[src/rtl/ref_sel_pkg.sv]
// Package: shared decision encoding for the reference selector.
// Assumes: consumers hold index/valid state in registers outside the decision logic.
package ref_sel_pkg;

    // What the register stage should do with the active index this cycle.
    typedef enum logic [1:0] {
        SEL_HOLD   = 2'd0,  // keep index, valid high
        SEL_MANUAL = 2'd1,  // load host index, valid high
        SEL_BEST   = 2'd2,  // load best eligible index, valid high
        SEL_LOST   = 2'd3   // keep index, valid low
    } sel_action_e;

endpackage

[src/rtl/ref_sel_best.sv]
// Module: ref_sel_best
// Finds the best qualified, eligible input from a flat priority table and reports
// whether the currently active input is itself still usable.
// Assumes: priority 0 means excluded; lower nonzero value wins; ties go to lower index.
module ref_sel_best #(
    parameter int N_REF  = 12,
    parameter int PRIO_W = 4,
    parameter int IDX_W  = $clog2(N_REF)
) (
    input  logic [N_REF-1:0]        qual_i,
    input  logic [N_REF*PRIO_W-1:0] prio_i,
    input  logic [IDX_W-1:0]        cur_idx_i,
    output logic [IDX_W-1:0]        best_idx_o,
    output logic                    best_found_o,
    output logic                    cur_usable_o
);

    logic [N_REF-1:0] eligible;

    // Per-input eligibility: qualified and not excluded by priority 0.
    generate
        for (genvar g = 0; g < N_REF; g++) begin : g_elig
            assign eligible[g] = qual_i[g] && (prio_i[g*PRIO_W +: PRIO_W] != '0);
        end
    endgenerate

    // Linear search; strict compare keeps the lowest index on a tie.
    always_comb begin
        logic [PRIO_W-1:0] best_prio;
        best_prio    = '1;
        best_idx_o   = '0;
        best_found_o = 1'b0;
        for (int i = 0; i < N_REF; i++) begin
            if (eligible[i] &&
                (!best_found_o || (prio_i[i*PRIO_W +: PRIO_W] < best_prio))) begin
                best_prio    = prio_i[i*PRIO_W +: PRIO_W];
                best_idx_o   = IDX_W'(i);
                best_found_o = 1'b1;
            end
        end
    end

    // Usability of the currently active input, without a dynamic bit select.
    always_comb begin
        cur_usable_o = 1'b0;
        for (int i = 0; i < N_REF; i++) begin
            if (cur_idx_i == IDX_W'(i)) begin
                cur_usable_o = eligible[i];
            end
        end
    end

endmodule

[src/rtl/ref_sel_decide.sv]
// Module: ref_sel_decide
// Turns mode, revertive setting and search results into one register action.
// Assumes: search results refer to the same cycle's inputs and current index.
module ref_sel_decide
    import ref_sel_pkg::*;
#(
    parameter int N_REF = 12,
    parameter int IDX_W = $clog2(N_REF)
) (
    input  logic              auto_mode_i,
    input  logic              revertive_i,
    input  logic [IDX_W-1:0]  manual_idx_i,
    input  logic              best_found_i,
    input  logic              cur_usable_i,
    output sel_action_e       action_o
);

    logic manual_in_range;

    // Host index must name an existing input.
    assign manual_in_range = (int'(manual_idx_i) < N_REF);

    // Mode and revertivity rules, in priority order.
    always_comb begin
        if (!auto_mode_i) begin
            action_o = manual_in_range ? SEL_MANUAL : SEL_LOST;
        end else if (!best_found_i) begin
            action_o = SEL_LOST;
        end else if (revertive_i) begin
            action_o = SEL_BEST;
        end else if (cur_usable_i) begin
            action_o = SEL_HOLD;
        end else begin
            action_o = SEL_BEST;
        end
    end

endmodule

[src/rtl/ref_selector.sv]
// Module: ref_selector (top)
// Registers the active reference index, its valid flag and a change pulse.
// Assumes: all inputs are synchronous to clk; one clock from input to output.
module ref_selector
    import ref_sel_pkg::*;
#(
    parameter int N_REF  = 12,
    parameter int PRIO_W = 4,
    localparam int IDX_W = $clog2(N_REF)
) (
    input  logic                    clk,
    input  logic                    rst_n,
    input  logic [N_REF-1:0]        qual_i,
    input  logic [N_REF*PRIO_W-1:0] prio_i,
    input  logic                    auto_mode_i,
    input  logic [IDX_W-1:0]        manual_idx_i,
    input  logic                    revertive_i,
    output logic [IDX_W-1:0]        active_idx_o,
    output logic                    active_valid_o,
    output logic                    switch_pulse_o
);

    logic [IDX_W-1:0] idx_q, idx_d, best_idx;
    logic             valid_q, valid_d, pulse_q;
    logic             best_found, cur_usable;
    sel_action_e      action;

    ref_sel_best #(.N_REF(N_REF), .PRIO_W(PRIO_W), .IDX_W(IDX_W)) u_best (
        .qual_i       (qual_i),
        .prio_i       (prio_i),
        .cur_idx_i    (idx_q),
        .best_idx_o   (best_idx),
        .best_found_o (best_found),
        .cur_usable_o (cur_usable)
    );

    ref_sel_decide #(.N_REF(N_REF), .IDX_W(IDX_W)) u_decide (
        .auto_mode_i  (auto_mode_i),
        .revertive_i  (revertive_i),
        .manual_idx_i (manual_idx_i),
        .best_found_i (best_found),
        .cur_usable_i (cur_usable),
        .action_o     (action)
    );

    // Apply the chosen action to form next index and valid.
    always_comb begin
        idx_d   = idx_q;
        valid_d = 1'b1;
        unique case (action)
            SEL_MANUAL: idx_d = manual_idx_i;
            SEL_BEST:   idx_d = best_idx;
            SEL_LOST:   valid_d = 1'b0;
            default:    idx_d = idx_q;
        endcase
    end

    // State registers with synchronous active-low reset.
    always_ff @(posedge clk) begin
        if (!rst_n) begin
            idx_q   <= '0;
            valid_q <= 1'b0;
            pulse_q <= 1'b0;
        end else begin
            idx_q   <= idx_d;
            valid_q <= valid_d;
            pulse_q <= (idx_d != idx_q);
        end
    end

    assign active_idx_o   = idx_q;
    assign active_valid_o = valid_q;
    assign switch_pulse_o = pulse_q;

endmodule

[config.mk]
export PLATFORM = sky130hd
export DESIGN_NAME = ref_selector
export DESIGN_NICKNAME = d
export VERILOG_FILES = /design/src/rtl/ref_sel_pkg.sv /design/src/rtl/ref_sel_best.sv /design/src/rtl/ref_sel_decide.sv /design/src/rtl/ref_selector.sv
export SDC_FILE = /design/constraint.sdc
export NUM_CORES = 1
export LEC_CHECK = 0
export BUFFER_PORTS_ARGS = -buffer_cell sky130_fd_sc_hd__buf_2
export CORE_MARGIN = 4
export CORE_UTILIZATION = 58
export CTS_BUF_LIST = sky130_fd_sc_hd__clkbuf_2
export DETAILED_ROUTE_END_ITERATION = 7
export HOLD_SLACK_MARGIN = 0.1
export PLACE_DENSITY = 0.93
export SYNTH_ARGS = -nofsm -noshare
export SYNTH_HDL_FRONTEND = slang
export SYNTH_SLANG_ARGS = --single-unit
[constraint.sdc]
create_clock -name clk -period 21.3 [get_ports clk]
set_input_delay 1.065 -clock clk [delete_from_list [all_inputs] [get_ports clk]]
set_output_delay 1.065 -clock clk [all_outputs]
set_load 0.02 [all_outputs]
==> out/metrics.yaml <==
ir_worst_vdd_mv: 0.0461
track_usage_pct: 28.6
critPathMaxFanout: 13
min_path_type: "reg -> reg"
use_met1_pct: 37.0
power.net_switching_mw: 0.159
num_antenna_cells: 0
drt-initial-drc-count: 372
die_h_um: 86.3
antenna_left: 0
row_count: 28
clockBufferDepth: 2
reg2reg_from: "active_idx_o[0]"
critPathLaunch: "prio_i[2]"
ys_async_sr_fraction_pct: 0
syn-num-nets: 606
numPortBuffers: 73
routed_wl_um: 10900
ys_warn_count: 0
pwr-share-clk_pct: 2.8
hold_ws_ps: 676
reg2reg_slack_ps: 17850
dr.pass1.iters: 5
hp-start: "active_idx_o[2]"
avgViaCountPerCell: 6.91
critPathRequiredTime_ps: 21430
dp_hpwl_um: 8890
grt_pass1_wl_um: 18400
grt_util_met2_pct: 49.8
avgSynthCellArea_sq_um: 6.84
share_seq_of_total_power_pct: 6.6
first_global_vias: 4206
drcViolationCount: 0
endpoint_kind: "flop"
die_w_um: 86.3
insertion_delay_ps: 220
ys_seq_area_share_pct: 3.38
final_common_cell: "buf_2"
die-area_sq_um: 7450
setup-tns-final_ps: 0
setup_violations: 0
leakage_nw: 1.73
cts_resized: 0
finalHoldViolCount: 0
ys_seq_elements: 6
coreArea_sq_um: 5920
syn-cell-area_sq_um: 3550
gr-usage-met3_pct: 1.90
synth_top_flop_cell: "dfxtp_1"
vias: 4541
start_kind: "input port"
p_per_area_nw_per_um2: 69.0
relSlewSlack_pct: 31.6
overflow: 0
rsz0062_at_grt: "false"
worst_pin_slew_ps: 1010
h-tree-depth: 1
switching_share_pct: 57.9
timing.rr.end: "switch_pulse_o"
area_growth_pct: 12.1
fin_crit_sh_pct: 93.1
crit_top_cell: "ha_1"
netlist_instances: 520
initial_core_util_pct: 60.0
fin_crit_ps: 19820
skew_ps: 9.06
final_cell_mix: "73 x buf_2, 51 x nand2_1, 44 x a21oi_1, 44 x nor2_1, 34 x o21ai_0"
outcome: "finished, final reports clean"
critical-path-slowest-cell: "o41ai_4"
p_int_mw: 0.116
cts_root_buf: "clkbuf_2"
cts_tree: "built"
io_pins: 74
top_usage_layer: "met2"
slew_violations: 0
hold_buffers: 0
hold_depth: 2
worst-setup-path-type: "in -> reg"
ff2ff_path_depth: 15
place_congestion: 0.939
cp-endpoint: "switch_pulse_o"
routedWlPerCell_um: 16.6
drive_above_1_share_pct: 20.8
synth.distinct_cells: 85
grt_max_degree: 15
cts-buffers-inserted: 3
max_freq_ghz: 0.0504
clk_pin_slew_ps: 60
cts_setup_buffers: 0
antenna_found_initial: 0
cp.arrival_ps: 19960
nNetsFinal: 670
power_frac_comb_pct: 90.7
cap_viol_max_count: 0
synth_edf_count: 0
crit_path_max_incr_delay_ps: 540
cts.sinks: 6
layout make-up:
class | instances | area [sq um]
fill | 510 | 1930
multi-input combinational | 466 | 3260
sequential | 6 | 120
inverter | 33 | 124
tap | 75 | 93.8
clock buffer | 3 | 15.0
timing repair buffer | 74 | 373
kinds of logic after synthesis:
family | share of synthesized area (%)
and+or+nand+nor | 26.5
buffers and inverters | 5.53
DFF | 3.38
muxes | 6.65
AOI/OAI and AO/OA | 51.0
adders and majority gates | 6.93
Yosys cell counts (all sizes together), types with 5 or more instances:
master	number	area, sq um
nor2b	5	31.3
o311ai	6	60.1
o21a	5	37.5
inv	33	124
o21ai	37	189
o211ai	14	115
a31oi	13	96.3
a21oi	50	265
nor2	44	165
clkbuf	9	33.8
mux2	6	71.3
o22ai	6	37.5
dfxtp	6	120
a211oi	10	85.1
a21o	11	82.6
a211o	12	105
nand2	51	191
or3	9	56.3
mux2i	12	120
buf	6	38.8
nand3	17	85.1
or2	6	37.5
nand2b	9	56.3
ha	18	225
and2	9	56.3
o21bai	5	37.5
nor3	18	90.1
o41ai	11	134
through the flow:
stage / std cells / utilization (%) / instance area (sq um) / power [mW] / setup slack [ps]
finish: 657 / 67.3 / 3990 / 0.275 / 1480
global route: 657 / 67.3 / 3990 / 0.303 / 45.1
CTS: 657 / 66.9 / 3960 / 0.266 / 1140
detailed placement: 654 / 66.7 / 3950 / 0.256 / 994
global placement: 654 / 66.7 / 3950 / 0.247 / 1700
floorplan: 520 / - / 3550 / 0.204 / 3430
worst min path at each step:
stage,to,slack [ps]
2_1_floorplan,active_idx_o[2],670
4_1_cts,active_idx_o[2],660
3_5_place_dp,active_idx_o[2],640
3_3_place_gp,active_idx_o[2],630
5_1_grt,active_idx_o[3],710
6_report,active_idx_o[2],680
power groups by stage:
stage                     Clock, mW  Combinational [mW]  Sequential [mW]
after detailed placement          0               0.238           0.0181
after global routing        0.00832               0.276           0.0185
final                       0.00757               0.249           0.0181
after CTS                   0.00791               0.240           0.0179
after global placement            0               0.229           0.0179
after floorplan                   0               0.186           0.0183
state kept, by name (all words and copies together), names as in the netlist:
signal          cells
active_idx_o        4
active_valid_o      1
switch_pulse_o      1
critical path: cells and delay by family:
| family | cells | cell delay [ps] |
|---|---|---|
| buffers and inverters | 8 | 640 |
| adders and majority gates | 11 | 2980 |
| AOI/OAI and AO/OA | 40 | 9000 |
| and+or+nand+nor | 26 | 4460 |
| muxes | 6 | 1800 |
per-layer routing:
layer | vias to the layer above | part of all wire [%]
met1 | 2092 | 42
met3 | 45 | 6.8
li1 | 2172 | -
met5 | - | 0
met4 | 0 | 2.9
met2 | 232 | 48
No activity file was read; power rests on OpenSTA's default activity.
